### src/rtl/idw_pkg.sv
package idw_pkg;
  localparam int unsigned SEL_W       = 8;
  localparam int unsigned ADDR_W      = SEL_W + 2;
  localparam int unsigned LANES       = 4;
  localparam int unsigned CAP_HDR_DW  = 0;
  localparam int unsigned CAP_DATA_DW = 1;
  localparam int unsigned SEL_LANE    = 2;
endpackage

### src/rtl/idw_cap_decode.sv
module idw_cap_decode
  import idw_pkg::*;
#(
  parameter int unsigned CFG_DW_W = 6
) (
  input  logic                cfg_we_i,
  input  logic [CFG_DW_W-1:0] cfg_dw_i,
  input  logic [LANES-1:0]    cfg_be_i,
  input  logic [31:0]         cfg_wdata_i,
  input  logic [31:0]         data_q_i,
  output logic                sel_wr_o,
  output logic [SEL_W-1:0]    sel_wdata_o,
  output logic                data_wr_o,
  output logic [31:0]         data_merged_o,
  output logic                cap_touch_o
);
  logic hit_hdr, hit_data, any_be;

  assign hit_hdr  = cfg_dw_i == CFG_DW_W'(CAP_HDR_DW);
  assign hit_data = cfg_dw_i == CFG_DW_W'(CAP_DATA_DW);
  assign any_be   = |cfg_be_i;

  assign sel_wr_o    = cfg_we_i && hit_hdr && cfg_be_i[SEL_LANE];
  assign sel_wdata_o = cfg_wdata_i[8*SEL_LANE +: 8];
  assign data_wr_o   = cfg_we_i && hit_data && any_be;
  assign cap_touch_o = cfg_we_i && (hit_hdr || hit_data) && any_be;

  for (genvar g = 0; g < LANES; g++) begin : g_lane
    assign data_merged_o[8*g +: 8] = cfg_be_i[g] ? cfg_wdata_i[8*g +: 8]
                                                 : data_q_i[8*g +: 8];
  end
endmodule

### src/rtl/idw_window_regs.sv
module idw_window_regs
  import idw_pkg::*;
(
  input  logic             clk_i,
  input  logic             rst_ni,
  input  logic             sel_wr_i,
  input  logic [SEL_W-1:0] sel_wdata_i,
  input  logic             data_wr_i,
  input  logic [31:0]      data_merged_i,
  input  logic             cap_touch_i,
  input  logic [31:0]      reload_word_i,
  output logic [SEL_W-1:0] sel_q_o,
  output logic [31:0]      data_q_o,
  output logic             pend_q_o
);
  always_ff @(posedge clk_i or negedge rst_ni) begin
    if (!rst_ni) begin
      sel_q_o  <= '0;
      data_q_o <= '0;
      pend_q_o <= 1'b1;
    end else begin
      if (sel_wr_i) sel_q_o <= sel_wdata_i;
      // forwarded write wins over a pending reload
      if (data_wr_i)     data_q_o <= data_merged_i;
      else if (pend_q_o) data_q_o <= reload_word_i;
      pend_q_o <= cap_touch_i;
    end
  end

  assert_sel_hold_R3: assert property (@(posedge clk_i) disable iff (!rst_ni)
    !sel_wr_i |=> $stable(sel_q_o));

  assert_data_hold_R9: assert property (@(posedge clk_i) disable iff (!rst_ni)
    (!data_wr_i && !pend_q_o) |=> $stable(data_q_o));
endmodule

### src/rtl/idw_rf_port.sv
module idw_rf_port
  import idw_pkg::*;
#(
  parameter int unsigned RF_DWORDS = 64
) (
  input  logic              sel_q_i,
  input  logic [SEL_W-1:0]  sel_i,
  input  logic              data_wr_i,
  input  logic [31:0]       data_merged_i,
  input  logic [31:0]       rf_rdata_i,
  output logic              rf_we_o,
  output logic              rf_re_o,
  output logic [ADDR_W-1:0] rf_addr_o,
  output logic [31:0]       rf_wdata_o,
  output logic [31:0]       reload_word_o,
  output logic              in_range_o
);
  assign in_range_o    = 32'(sel_i) < 32'(RF_DWORDS);
  assign rf_addr_o     = {sel_i, 2'b00};
  assign rf_we_o       = data_wr_i && in_range_o;
  assign rf_re_o       = sel_q_i && in_range_o;
  assign rf_wdata_o    = data_merged_i;
  assign reload_word_o = in_range_o ? rf_rdata_i : '0;
endmodule

### src/rtl/idw_window.sv
module idw_window
  import idw_pkg::*;
#(
  parameter int unsigned CFG_DW_W  = 6,
  parameter int unsigned RF_DWORDS = 64,
  parameter logic [7:0]  CAP_ID    = 8'h0C,
  parameter logic [7:0]  NEXT_PTR  = 8'h00
) (
  input  logic                clk_i,
  input  logic                rst_ni,
  input  logic                cfg_we_i,
  input  logic [CFG_DW_W-1:0] cfg_dw_i,
  input  logic [3:0]          cfg_be_i,
  input  logic [31:0]         cfg_wdata_i,
  output logic [31:0]         cfg_rdata_o,
  output logic                rf_we_o,
  output logic                rf_re_o,
  output logic [9:0]          rf_addr_o,
  output logic [31:0]         rf_wdata_o,
  input  logic [31:0]         rf_rdata_i
);
  logic             sel_wr, data_wr, cap_touch, pend_q, in_range;
  logic [SEL_W-1:0] sel_wdata, sel_q;
  logic [31:0]      data_merged, data_q, reload_word;

  idw_cap_decode #(.CFG_DW_W(CFG_DW_W)) u_dec (
    .cfg_we_i     (cfg_we_i),
    .cfg_dw_i     (cfg_dw_i),
    .cfg_be_i     (cfg_be_i),
    .cfg_wdata_i  (cfg_wdata_i),
    .data_q_i     (data_q),
    .sel_wr_o     (sel_wr),
    .sel_wdata_o  (sel_wdata),
    .data_wr_o    (data_wr),
    .data_merged_o(data_merged),
    .cap_touch_o  (cap_touch)
  );

  idw_window_regs u_regs (
    .clk_i        (clk_i),
    .rst_ni       (rst_ni),
    .sel_wr_i     (sel_wr),
    .sel_wdata_i  (sel_wdata),
    .data_wr_i    (data_wr),
    .data_merged_i(data_merged),
    .cap_touch_i  (cap_touch),
    .reload_word_i(reload_word),
    .sel_q_o      (sel_q),
    .data_q_o     (data_q),
    .pend_q_o     (pend_q)
  );

  idw_rf_port #(.RF_DWORDS(RF_DWORDS)) u_rf (
    .sel_q_i      (pend_q),
    .sel_i        (sel_q),
    .data_wr_i    (data_wr),
    .data_merged_i(data_merged),
    .rf_rdata_i   (rf_rdata_i),
    .rf_we_o      (rf_we_o),
    .rf_re_o      (rf_re_o),
    .rf_addr_o    (rf_addr_o),
    .rf_wdata_o   (rf_wdata_o),
    .reload_word_o(reload_word),
    .in_range_o   (in_range)
  );

  always_comb begin
    cfg_rdata_o = '0;
    if (cfg_dw_i == CFG_DW_W'(CAP_HDR_DW))
      cfg_rdata_o = {8'h00, sel_q, NEXT_PTR, CAP_ID};
    else if (cfg_dw_i == CFG_DW_W'(CAP_DATA_DW))
      cfg_rdata_o = data_q;
  end

  assert_reload_follows_R5: assert property (@(posedge clk_i) disable iff (!rst_ni)
    cap_touch |=> pend_q);

  assert_fwd_lands_R4: assert property (@(posedge clk_i) disable iff (!rst_ni)
    data_wr |=> (data_q == $past(rf_wdata_o)));

  assert_oob_zero_R6: assert property (@(posedge clk_i) disable iff (!rst_ni)
    (pend_q && !in_range && !data_wr) |=> (data_q == '0));
endmodule

### config.mk
export PLATFORM = sky130hd
export DESIGN_NAME = idw_window
export DESIGN_NICKNAME = d
export VERILOG_FILES = /design/src/rtl/idw_pkg.sv /design/src/rtl/idw_cap_decode.sv /design/src/rtl/idw_window_regs.sv /design/src/rtl/idw_rf_port.sv /design/src/rtl/idw_window.sv
export SDC_FILE = /design/constraint.sdc
export NUM_CORES = 1
export LEC_CHECK = 0
export BUFFER_PORTS_ARGS = -buffer_cell sky130_fd_sc_hd__clkbuf_2
export CAP_MARGIN = 20
export CORE_ASPECT_RATIO = 1.5
export CORE_MARGIN = 5
export CORE_UTILIZATION = 33
export CTS_CLUSTER_DIAMETER = 150
export DETAILED_ROUTE_END_ITERATION = 12
export PLACE_DENSITY_LB_ADDON = 0.1
export SKIP_LAST_GASP = 1
export SLEW_MARGIN = 20
export SYNTH_ARGS = -nofsm -noshare
export SYNTH_HDL_FRONTEND = slang
export SYNTH_HIERARCHICAL = 1
export SYNTH_SLANG_ARGS = --single-unit
### constraint.sdc
create_clock -name clk_i -period 3 [get_ports clk_i]
set_input_delay 0.6 -clock clk_i [delete_from_list [all_inputs] [get_ports clk_i]]
set_output_delay 0.6 -clock clk_i [all_outputs]
set_load 0.005 [all_outputs]
==> Word-level counts from Yosys, hierarchy flattened <==
Cells that the tools add are included.
W data, S select, Z words.
{ "word_totals": {"regBits": 41, "output_inout_bits": 76, "wordCells": 26} }
{ "classes": {"n_lt_le_gt_ge": 1, "n_eq_ne": 1, "n_mux": 9, "reduce_logical": 12} }
{ "ops": {"columns": ["op", "count"], "rows": [
  ["$mux W32", 5],
  ["$mux W8", 4],
  ["$logic_and A1 B1 Y1", 8],
  ["$lt A8 B7 Y1 const B", 1],
  ["$eq A6 B1 Y1 const B", 1],
  ["$logic_not A6 Y1", 1],
  ["$reduce_or A4 Y1", 1],
  ["$reduce_bool A2 Y1", 1],
  ["$logic_or A1 B1 Y1", 1]
]} }

==> Depth between registers and ports, before layout <==
Gate-level depths: netlist of run 1.
{ "logic_depth": {"ltp_word": 4, "depth_mapped": 7} }

==> Modules after synthesis <==
Netlist of run 1, hierarchy kept.
{ "by_module_without_submodules": {"columns": ["module", "instances", "cells_each", "area_each_um2"], "rows": [
  ["idw_window_regs", 1, 157, 1836.8],
  ["idw_rf_port", 1, 86, 809.5],
  ["idw_window", 1, 76, 595.6],
  ["idw_cap_decode", 1, 50, 495.5]
]} }

==> Least setup slack after synthesis of run 1 <==
No wires, ideal clock.
{ "synth_timing": {"path_kind": "input to output", "from": "input cfg_dw_i[3]", "to": "output rf_we_o", "t_arrival_ns": 1.664, "slack_ns": 0.736, "cell_stages": 3, "path_buffers": 0, "cell_sequence": "or4_4 -> nor4b_2 -> nor3b_1"} }
{ "synth_via": {"elab_chain_cells": 4} }
{ "synth_rtl": {"columns": ["item", "line_no", "text"], "rows": [
  ["from (decl)", "idw_window.sv:12", "input logic [CFG_DW_W-1:0] cfg_dw_i,"],
  ["$eq A6 B1 Y1", "idw_cap_decode.sv:20", "assign hit_data = cfg_dw_i == CFG_DW_W'(CAP_DATA_DW);"],
  ["$logic_and A1 B1 Y1 (2 in a row)", "idw_cap_decode.sv:25", "assign data_wr_o = cfg_we_i && hit_data && any_be;"],
  ["named net data_wr", "idw_window.sv:22", "logic sel_wr, data_wr, cap_touch, pend_q, in_range;"],
  ["$logic_and A1 B1 Y1", "idw_rf_port.sv:20", "assign rf_we_o = data_wr_i && in_range_o;"],
  ["to (decl)", "idw_window.sv:16", "output logic rf_we_o,"]
]} }
The timed path passes the listed nets, and every way through them passes these cells.

==> Worst setup path after layout of run 1 <==
{ "layout_timing": {"from": "input cfg_dw_i[2]", "to": "output rf_we_o"} }
The elaborated chain is that of the path after synthesis.

==> metrics.txt, run 1 <==
# TYPE chip_impl_metric gauge
chip_impl_metric{name="fmax",unit="GHz"} 0.378
chip_impl_info{name="mostFrequentLayoutCell",value="sky130_fd_sc_hd__clkbuf_2"} 1
chip_impl_metric{name="antenna_cells_inserted",unit=""} 0
chip_impl_info{name="critPathLaunchType",value="primary input"} 1
chip_impl_metric{name="floorplan.die.height",unit="um"} 140
chip_impl_metric{name="hpwl_after_detailed_placement",unit="um"} 7440
chip_impl_metric{name="cts.reportedPaths.clkPinSlew",unit="ns"} 0.06
chip_impl_metric{name="cp_arrival",unit="ns"} 2.05
chip_impl_metric{name="groute.usage.overall",unit=""} 0.156
chip_impl_metric{name="largest_net_degree_at_the_start_of_global_routing",unit=""} 65
chip_impl_metric{name="wire_per_inst",unit="um"} 17.4
chip_impl_metric{name="timing.reg2reg.worst_path_depth",unit=""} 4
chip_impl_metric{name="drt_wl_total",unit="um"} 10400
chip_impl_metric{name="yosysWarnings",unit=""} 6
chip_impl_metric{name="final.period_utilization",unit=""} 0.882
chip_impl_metric{name="detail_route.vias_per_cell",unit=""} 4.77
chip_impl_metric{name="max-cap-violations",unit=""} 0
chip_impl_metric{name="grt_pass1_wl",unit="um"} 17000
chip_impl_metric{name="cts_num_sinks",unit=""} 41
chip_impl_metric{name="final-max-slew-violation-count",unit=""} 0
chip_impl_info{name="unrepaired_setup_endpoints_after_global_routing",value="no"} 1
chip_impl_metric{name="initial_utilization",unit=""} 0.338
chip_impl_info{name="cts_tree",value="yes"} 1
chip_impl_info{name="run_status",value="finished clean"} 1
chip_impl_metric{name="post_synth_instance_area",unit="um2"} 3730
chip_impl_metric{name="syn_avg_cell_area",unit="um2"} 10.1
chip_impl_metric{name="utilization",unit=""} 0.385
chip_impl_metric{name="post_cts_setup_driven_buffer_insertion_count",unit=""} 0
chip_impl_metric{name="drive_gt1_frac",unit=""} 0.593
chip_impl_metric{name="area_growth",unit="%"} 14.1
chip_impl_metric{name="hold_violations",unit=""} 0
chip_impl_metric{name="die_w",unit="um"} 96.9
chip_impl_metric{name="antenna_found_initial",unit=""} 0
chip_impl_metric{name="cts_resized",unit=""} 0
chip_impl_metric{name="power.density",unit="nW/um2"} 483
chip_impl_metric{name="num_vias",unit=""} 2857
chip_impl_metric{name="grt_pass1_vias",unit=""} 3117
chip_impl_info{name="criticalPathCategory",value="primary input to output port"} 1
chip_impl_metric{name="finish.net_count",unit=""} 528
chip_impl_metric{name="crit_path_max_fanout",unit=""} 3
chip_impl_metric{name="worst_ir_drop_vdd",unit="V"} 0.000205
chip_impl_metric{name="cellLeakagePower",unit="nW"} 1.90
chip_impl_metric{name="area_of_combinational_cells_with_multiple_inputs",unit="um2"} 2030
chip_impl_metric{name="worst_skew_pair.late_latency",unit="ns"} 0.29
chip_impl_metric{name="tritoncts.num_buffers",unit=""} 5
chip_impl_metric{name="antenna_violating_nets_post_route",unit=""} 0
chip_impl_metric{name="sequential_cell_area",unit="um2"} 1030
chip_impl_metric{name="total_congestion_overflow",unit=""} 0
chip_impl_metric{name="cts-hold-fix-buffers",unit=""} 0
chip_impl_metric{name="setup-violations-final",unit=""} 0
chip_impl_metric{name="ctsLongestPathBuffers",unit=""} 2
chip_impl_metric{name="design.die.area",unit="um2"} 13600
chip_impl_metric{name="floorplan.rows",unit=""} 47
chip_impl_metric{name="relSlewSlack",unit=""} 0.559
chip_impl_metric{name="post_synth_inst_count",unit=""} 368
chip_impl_metric{name="worstPathRequired",unit="ns"} 2.40
chip_impl_metric{name="layout.filler_cells",unit=""} 1205
chip_impl_metric{name="fin_crit",unit="ns"} 2.65
chip_impl_metric{name="core",unit="um2"} 11100
chip_impl_metric{name="first_iter_violations",unit=""} 37
chip_impl_metric{name="detail_route.first_pass.iterations",unit=""} 4
chip_impl_metric{name="place.gp.congestion",unit=""} 0.712
chip_impl_info{name="timing.critical_path.to_type",value="output port"} 1
chip_impl_metric{name="io_pins",unit=""} 153
chip_impl_metric{name="worst_slew_pin_slew",unit="ns"} 0.661
chip_impl_metric{name="finalSetupTns",unit="ns"} 0
chip_impl_info{name="cts_root_buf",value="sky130_fd_sc_hd__clkbuf_16"} 1
chip_impl_metric{name="drcViolationCount",unit=""} 0
chip_impl_metric{name="buffer_ports.inserted",unit=""} 150
chip_impl_metric{name="htree_levels",unit=""} 2
chip_impl_metric{name="clock-skew-final",unit="ns"} 0.00554
chip_impl_info{name="most-common-layout-cells",value="sky130_fd_sc_hd__clkbuf_2, sky130_fd_sc_hd__nand2_1, sky130_fd_sc_hd__mux2i_1"} 1
chip_impl_info{name="holdCritPathClass",value="primary input to asynchronous set/reset pin"} 1
==> where the power goes <==
group / leakage, nW / switching (mW) / internal (mW)
Combinational: 1.28 / 0.278 / 0.291
Clock: 0.0938 / 0.229 / 0.475
Sequential: 0.527 / 0.110 / 0.674
==> cell type report <==
cell class                      count  share of cell area
Clock buffer                        5              0.0294
Clock inverter                      3              0.0153
Multi-Input combinational cell    243               0.477
Sequential cell                    41               0.242
Tap cell                          147              0.0432
Timing Repair Buffer              160               0.194
==> flip-flops by register name, summed over array words and instances, names as in the netlist <==
register / cells
u_regs/pend_q_o: 1
u_regs/data_q_o: 32
u_regs/sel_q_o: 8
==> critical path, stage by stage <==
cell and delay, ns:
sky130_fd_sc_hd__clkbuf_2 0.11, sky130_fd_sc_hd__or4_4 0.57, sky130_fd_sc_hd__nor4b_4 0.30, sky130_fd_sc_hd__nor3b_1 0.29, sky130_fd_sc_hd__clkbuf_2 0.17
==> final timing paths <==
| path | slack, ns | startpoint | endpoint |
|---|---|---|---|
| hold / removal | 0.39 | rst_ni | u_regs/data_q_o[14] |
| setup reg to reg | 1.41 | u_regs/sel_q_o[7] | u_regs/data_q_o[29] |
| min in group clk_i | 0.54 | u_regs/sel_q_o[3] | u_regs/sel_q_o[3] |
| hold reg to reg | 0.54 | u_regs/sel_q_o[3] | u_regs/sel_q_o[3] |
| max in group asynchronous | 2.19 | rst_ni | u_regs/sel_q_o[7] |
| setup / recovery | 0.35 | cfg_dw_i[2] | rf_we_o |
==> metrics by stage <==
step	cells	hold slack [ns]	setup slack (ns)	area (um2)	total power, mW
finish	599	0.394	0.354	4260	2.06
global placement	591	0.516	0.325	4070	1.37
floorplan	369	0.304	0.736	3740	1.27
CTS	599	0.417	0.319	4260	2.10
global route	599	0.442	0.256	4260	2.20
detailed placement	591	0.529	0.324	4070	1.38
==> metal layers <==
metal,track usage,vias up,routed length [um]
met4,0.0392,0,138
li1,-,1395,-
met5,0,-,0
met2,0.288,95,5570
met1,0.184,1358,4230
met3,0.0328,9,484
Note: power is estimated with default switching activity, not from simulation.
==> run 2: changes to the inputs <==
--- a/config.mk
+++ b/config.mk
@@ -6,7 +6,6 @@
 export NUM_CORES = 1
 export LEC_CHECK = 0
 export BUFFER_PORTS_ARGS = -buffer_cell sky130_fd_sc_hd__clkbuf_2
-export CAP_MARGIN = 20
 export CORE_ASPECT_RATIO = 1.5
 export CORE_MARGIN = 5
 export CORE_UTILIZATION = 33
==> constraint.sdc (replaced) <==
create_clock -name clk_i -period 2.9 [get_ports clk_i]
set_input_delay 0.58 -clock clk_i [delete_from_list [all_inputs] [get_ports clk_i]]
set_output_delay 0.58 -clock clk_i [all_outputs]
set_load 0.005 [all_outputs]
==> run 2 against run 1 <==
Effect of this change:
- via count shrank 2.3%
- core utilization shrank 0.42 points
- cell area shrank 1.1%
- final cell count shrank 0.33%
- highest routed layer unchanged
- largest power group unchanged
- hold slack lost 0.095 ns
==> metrics.txt, run 2 (same netlist as run 1, synthesis figures left out) <==
# TYPE chip_impl_metric gauge
chip_impl_info{name="unrepaired_setup_endpoints_after_global_routing",value="no"} 1
chip_impl_metric{name="num_vias",unit=""} 2791
chip_impl_metric{name="area_growth",unit="%"} 12.9
chip_impl_metric{name="post_cts_setup_driven_buffer_insertion_count",unit=""} 0
chip_impl_metric{name="drcViolationCount",unit=""} 0
chip_impl_metric{name="largest_register_ff_count",unit=""} 32
chip_impl_metric{name="hpwl_after_detailed_placement",unit="um"} 7450
chip_impl_metric{name="tritoncts.num_buffers",unit=""} 5
chip_impl_metric{name="clock-skew-final",unit="ns"} 0.00698
chip_impl_info{name="largest_registers",value="u_regs/data_q_o (32), u_regs/sel_q_o (8), u_regs/pend_q_o (1)"} 1
chip_impl_metric{name="buffer_ports.inserted",unit=""} 150
chip_impl_info{name="run_status",value="finished clean"} 1
chip_impl_info{name="largest_register",value="u_regs/data_q_o"} 1
chip_impl_info{name="timing.critical_path.to_type",value="output port"} 1
chip_impl_metric{name="cts_resized",unit=""} 0
chip_impl_metric{name="worstPathRequired",unit="ns"} 2.32
chip_impl_metric{name="cp_arrival",unit="ns"} 1.99
chip_impl_metric{name="drive_gt1_frac",unit=""} 0.587
chip_impl_info{name="holdCritPathClass",value="primary input to asynchronous set/reset pin"} 1
chip_impl_metric{name="drt_wl_total",unit="um"} 10200
chip_impl_metric{name="worst_ir_drop_vdd",unit="V"} 0.000253
chip_impl_metric{name="setup_slack_after_placement",unit="ns"} 0.287
chip_impl_metric{name="finalSetupTns",unit="ns"} 0
chip_impl_metric{name="power.density",unit="nW/um2"} 464
chip_impl_info{name="cts_root_buf",value="sky130_fd_sc_hd__clkbuf_16"} 1
chip_impl_metric{name="htree_levels",unit=""} 2
chip_impl_metric{name="relSlewSlack",unit=""} 0.559
chip_impl_metric{name="finish.net_count",unit=""} 526
chip_impl_metric{name="cts-hold-fix-buffers",unit=""} 0
chip_impl_metric{name="antenna_cells_inserted",unit=""} 0
chip_impl_metric{name="cts_num_sinks",unit=""} 41
chip_impl_info{name="mostFrequentLayoutCell",value="sky130_fd_sc_hd__clkbuf_2"} 1
chip_impl_info{name="most-common-layout-cells",value="sky130_fd_sc_hd__clkbuf_2, sky130_fd_sc_hd__nand2_1, sky130_fd_sc_hd__mux2i_1"} 1
chip_impl_metric{name="worst_skew_pair.late_latency",unit="ns"} 0.28
chip_impl_metric{name="initial_utilization",unit=""} 0.338
chip_impl_metric{name="fin_crit",unit="ns"} 2.57
chip_impl_metric{name="setup-violations-final",unit=""} 0
chip_impl_metric{name="detail_route.first_pass.iterations",unit=""} 4
chip_impl_metric{name="ctsLongestPathBuffers",unit=""} 2
chip_impl_metric{name="io_pins",unit=""} 153
chip_impl_metric{name="final.period_utilization",unit=""} 0.886
chip_impl_metric{name="floorplan.rows",unit=""} 47
chip_impl_metric{name="final-max-slew-violation-count",unit=""} 0
chip_impl_metric{name="groute.usage.overall",unit=""} 0.152
chip_impl_metric{name="cellLeakagePower",unit="nW"} 1.87
chip_impl_metric{name="grt_pass1_wl",unit="um"} 16700
chip_impl_metric{name="core",unit="um2"} 11100
chip_impl_metric{name="first_iter_violations",unit=""} 84
chip_impl_metric{name="antenna_violating_nets_post_route",unit=""} 0
chip_impl_metric{name="design.die.area",unit="um2"} 13600
chip_impl_metric{name="crit_path_max_fanout",unit=""} 3
chip_impl_metric{name="grt_pass1_vias",unit=""} 3093
chip_impl_metric{name="reg2reg_setup_slack",unit="ns"} 1.31
chip_impl_metric{name="detail_route.vias_per_cell",unit=""} 4.68
chip_impl_metric{name="layout_setup_ws",unit="ns"} 0.330
chip_impl_metric{name="wire_per_inst",unit="um"} 17.0
chip_impl_info{name="cts_tree",value="yes"} 1
chip_impl_metric{name="largest_net_degree_at_the_start_of_global_routing",unit=""} 65
chip_impl_metric{name="floorplan.die.height",unit="um"} 140
chip_impl_metric{name="max-cap-violations",unit=""} 0
chip_impl_metric{name="antenna_found_initial",unit=""} 0
chip_impl_metric{name="die_w",unit="um"} 96.9
chip_impl_metric{name="worst_slew_pin_slew",unit="ns"} 0.655
chip_impl_metric{name="place.gp.congestion",unit=""} 0.746
chip_impl_info{name="criticalPathCategory",value="primary input to output port"} 1
chip_impl_metric{name="total_congestion_overflow",unit=""} 0
chip_impl_info{name="critPathLaunchType",value="primary input"} 1
chip_impl_metric{name="hold_violations",unit=""} 0
chip_impl_metric{name="fmax",unit="GHz"} 0.389
chip_impl_metric{name="cts.reportedPaths.clkPinSlew",unit="ns"} 0.06
run 2: cell types whose count changed in the layout (fill, tap and decap cells not counted), sizes merged:
cell / before / now
clkinv: 1 / 0
buf: 10 / 8
clkbuf: 155 / 158
bufinv: 2 / 0
run 2: final cells by class:
| cell class | instances | area (um2) |
|---|---|---|
| multi-input cells | 243 | 2030 |
| repair buffers | 158 | 823 |
| well taps | 147 | 184 |
| clock buffers | 8 | 146 |
| flip-flops and latches | 41 | 1030 |
| fillers | 1205 | 6840 |
run 2: metrics by stage:
step / hold slack [ns] / instance area, um2 / power, mW / cells / utilization
4_1_cts: 0.313 / 4210 / 2.00 / 597 / 0.381
3_5_place_dp: 0.527 / 4070 / 1.43 / 589 / 0.368
5_1_grt: 0.345 / 4210 / 2.11 / 597 / 0.381
3_3_place_gp: 0.514 / 4070 / 1.42 / 589 / 0.368
6_report: 0.299 / 4210 / 1.96 / 597 / 0.381
2_1_floorplan: 0.284 / 3740 / 1.31 / 369 / -
run 2: power by group:
group	internal [mW]	leakage, nW	total, mW	switching [mW]
clock network	0.343	0.0712	0.555	0.212
registers	0.698	0.527	0.814	0.116
logic	0.301	1.27	0.586	0.285
run 2: critical path, stage by stage:
cell and delay [ns]:
sky130_fd_sc_hd__clkbuf_2 0.11, sky130_fd_sc_hd__or4_4 0.56, sky130_fd_sc_hd__nor4b_4 0.30, sky130_fd_sc_hd__nor3b_1 0.27, sky130_fd_sc_hd__clkbuf_2 0.16
run 2: worst paths after layout:
check | from | to | depth (start not counted)
min in group clk_i | u_regs/sel_q_o[0] | u_regs/sel_q_o[0] | 1
max reg2reg | u_regs/sel_q_o[6] | u_regs/data_q_o[0] | 4
max | cfg_dw_i[2] | rf_we_o | 5
max in group asynchronous | rst_ni | u_regs/data_q_o[7] | 2
min | rst_ni | u_regs/data_q_o[13] | 1
min reg2reg | u_regs/sel_q_o[0] | u_regs/sel_q_o[0] | 1
run 2: routing by layer:
metal	GRT usage	part of all wire
met5	0	0
met1	0.171	0.39
met4	0.0355	0.011
met3	0.0338	0.046
met2	0.287	0.55
==> run 3: changes to the inputs <==
--- a/config.mk
+++ b/config.mk
@@ -9,6 +9,7 @@
 export CORE_ASPECT_RATIO = 1.5
 export CORE_MARGIN = 5
 export CORE_UTILIZATION = 33
+export CTS_BUF_LIST = sky130_fd_sc_hd__clkbuf_4
 export CTS_CLUSTER_DIAMETER = 150
 export DETAILED_ROUTE_END_ITERATION = 12
 export PLACE_DENSITY_LB_ADDON = 0.1
==> run 3 against run 2 <==
Effect of this change:
- global-route usage hardly changed
- power is 13% lower
- final cell count up 0.17%
- cell area is 2.1% lower
- register-to-register slack worse by 0.03 ns
- highest routed layer unchanged
- clock skew rose by 0.012 ns
- core utilization down 0.79 points
==> metrics.txt, run 3 (same netlist as run 1, synthesis figures left out) <==
# TYPE chip_impl_metric gauge
chip_impl_metric{name="first_iter_violations",unit=""} 73
chip_impl_metric{name="power.switching_fraction",unit=""} 0.347
chip_impl_metric{name="groute.usage.overall",unit=""} 0.151
chip_impl_metric{name="crit_path_max_fanout",unit=""} 3
chip_impl_metric{name="cts_num_sinks",unit=""} 41
chip_impl_info{name="holdCritPathClass",value="primary input to asynchronous set/reset pin"} 1
chip_impl_metric{name="drive_gt1_frac",unit=""} 0.589
chip_impl_metric{name="grt_pass1_wl",unit="um"} 16700
chip_impl_metric{name="ctsLongestPathBuffers",unit=""} 2
chip_impl_metric{name="drcViolationCount",unit=""} 0
chip_impl_metric{name="relSlewSlack",unit=""} 0.560
chip_impl_metric{name="total_congestion_overflow",unit=""} 0
chip_impl_metric{name="place.gp.congestion",unit=""} 0.746
chip_impl_metric{name="worst_skew_pair.late_latency",unit="ns"} 0.37
chip_impl_metric{name="cts.reportedPaths.clkPinSlew",unit="ns"} 0.12
chip_impl_metric{name="drt_wl_total",unit="um"} 10200
chip_impl_info{name="cts_tree",value="yes"} 1
chip_impl_metric{name="detail_route.first_pass.iterations",unit=""} 4
chip_impl_metric{name="worstPathRequired",unit="ns"} 2.32
chip_impl_metric{name="setup-violations-final",unit=""} 0
chip_impl_metric{name="layout_setup_ws",unit="ns"} 0.325
chip_impl_metric{name="utilization",unit=""} 0.373
chip_impl_metric{name="fmax",unit="GHz"} 0.388
chip_impl_metric{name="p_sw",unit="mW"} 0.589
chip_impl_info{name="criticalPathCategory",value="primary input to output port"} 1
chip_impl_metric{name="met1Wirelength",unit="um"} 4010
chip_impl_metric{name="finalSetupTns",unit="ns"} 0
chip_impl_metric{name="core",unit="um2"} 11100
chip_impl_metric{name="wire_per_inst",unit="um"} 17.0
chip_impl_metric{name="intPower",unit="mW"} 1.11
chip_impl_metric{name="max-cap-violations",unit=""} 0
chip_impl_metric{name="setup_slack_after_placement",unit="ns"} 0.287
chip_impl_metric{name="num_vias",unit=""} 2808
chip_impl_metric{name="htree_levels",unit=""} 2
chip_impl_info{name="highest_layer",value="met4"} 1
chip_impl_metric{name="io_pins",unit=""} 153
chip_impl_metric{name="antenna_found_initial",unit=""} 0
chip_impl_metric{name="finish.net_count",unit=""} 526
chip_impl_metric{name="die_w",unit="um"} 96.9
chip_impl_metric{name="buffer_ports.inserted",unit=""} 150
chip_impl_metric{name="routed-wl-met3",unit="um"} 476
chip_impl_info{name="cts_root_buf",value="sky130_fd_sc_hd__clkbuf_4"} 1
chip_impl_metric{name="largest_net_degree_at_the_start_of_global_routing",unit=""} 65
chip_impl_metric{name="final-max-slew-violation-count",unit=""} 0
chip_impl_metric{name="grt_pass1_vias",unit=""} 3096
chip_impl_metric{name="cts_resized",unit=""} 0
chip_impl_info{name="largest_register",value="u_regs/data_q_o"} 1
chip_impl_info{name="timing.critical_path.to_type",value="output port"} 1
chip_impl_metric{name="tritoncts.num_buffers",unit=""} 5
chip_impl_info{name="critPathLaunchType",value="primary input"} 1
chip_impl_metric{name="worst_slew_pin_slew",unit="ns"} 0.654
chip_impl_metric{name="floorplan.rows",unit=""} 47
chip_impl_info{name="largest_registers",value="u_regs/data_q_o (32), u_regs/sel_q_o (8), u_regs/pend_q_o (1)"} 1
chip_impl_metric{name="post_cts_setup_driven_buffer_insertion_count",unit=""} 0
chip_impl_metric{name="initial_utilization",unit=""} 0.338
chip_impl_info{name="run_status",value="finished clean"} 1
chip_impl_metric{name="met2RoutedLength",unit="um"} 5600
chip_impl_metric{name="hpwl_after_detailed_placement",unit="um"} 7450
chip_impl_metric{name="cellLeakagePower",unit="nW"} 1.83
chip_impl_metric{name="hold_violations",unit=""} 0
chip_impl_metric{name="antenna_violating_nets_post_route",unit=""} 0
chip_impl_metric{name="fin_total_pwr",unit="mW"} 1.70
chip_impl_metric{name="design.die.area",unit="um2"} 13600
chip_impl_metric{name="worst_ir_drop_vdd",unit="V"} 0.000172
chip_impl_info{name="mostFrequentLayoutCell",value="sky130_fd_sc_hd__clkbuf_2"} 1
chip_impl_metric{name="share_clk_of_total_power",unit=""} 0.177
chip_impl_metric{name="power.density",unit="nW/um2"} 412
chip_impl_metric{name="fin_crit",unit="ns"} 2.58
chip_impl_metric{name="combinationalPowerShare",unit=""} 0.345
chip_impl_metric{name="cts-hold-fix-buffers",unit=""} 0
chip_impl_metric{name="flop_pwr_share",unit=""} 0.478
chip_impl_metric{name="detail_route.vias_per_cell",unit=""} 4.70
chip_impl_info{name="unrepaired_setup_endpoints_after_global_routing",value="no"} 1
chip_impl_metric{name="largest_register_ff_count",unit=""} 32
chip_impl_metric{name="final.period_utilization",unit=""} 0.888
chip_impl_metric{name="clock-skew-final",unit="ns"} 0.0193
chip_impl_metric{name="area_growth",unit="%"} 10.5
chip_impl_metric{name="floorplan.die.height",unit="um"} 140
chip_impl_info{name="most-common-layout-cells",value="sky130_fd_sc_hd__clkbuf_2, sky130_fd_sc_hd__nand2_1, sky130_fd_sc_hd__mux2i_1"} 1
chip_impl_metric{name="cp_arrival",unit="ns"} 2.00
[run 3: changes by cell type in the layout (fill, tap and decap cells not counted), sizes merged]
cell / delta
clkinv: +1
diode: +1
clkbuf: -1
[run 3: worst max-delay path, stage by stage]
cell,delay (ns)
sky130_fd_sc_hd__clkbuf_2,0.11
sky130_fd_sc_hd__or4_4,0.56
sky130_fd_sc_hd__nor4b_4,0.30
sky130_fd_sc_hd__nor3b_1,0.27
sky130_fd_sc_hd__clkbuf_2,0.16
[run 3: final timing paths]
kind,start,cells past startpoint,end,slack [ns]
setup / recovery,cfg_dw_i[2],5,rf_we_o,0.32
hold / removal,rst_ni,1,u_regs/data_q_o[13],0.20
setup reg to reg,u_regs/sel_q_o[6],4,u_regs/data_q_o[0],1.28
hold reg to reg,u_regs/sel_q_o[0],1,u_regs/sel_q_o[0],0.55
max in group asynchronous,rst_ni,2,u_regs/data_q_o[9],1.96
min in group clk_i,cfg_wdata_i[20],2,u_regs/sel_q_o[4],0.45
[run 3: cell type report]
class | instances | area (um2)
flip-flops and latches | 41 | 1030
multi-input cells | 243 | 2030
clock buffers | 7 | 52.6
well taps | 147 | 184
fillers | 1219 | 6930
clock inverters | 1 | 3.75
diodes | 1 | 2.50
repair buffers | 158 | 823
[run 3: metal layers]
layer  vias to the layer above  track usage
met4                         0       0.0333
li1                       1377            -
met2                        85        0.288
met5                         -            0
met1                      1341        0.170
met3                         5       0.0338
[run 3: stage by stage]
step / instance area, um2 / hold slack [ns] / cells
floorplan: 3740 / 0.284 / 369
global placement: 4070 / 0.514 / 589
detailed placement: 4070 / 0.527 / 589
CTS: 4120 / 0.198 / 597
global route: 4120 / 0.219 / 597
finish: 4130 / 0.204 / 598
[run 3: power by group through the flow]
stage / registers, mW / logic [mW] / clock network (mW)
after floorplan: 0.772 / 0.540 / 0
after global placement: 0.820 / 0.596 / 0
after detailed placement: 0.824 / 0.602 / 0
after CTS: 0.814 / 0.602 / 0.324
after global routing: 0.834 / 0.664 / 0.349
final: 0.812 / 0.585 / 0.301
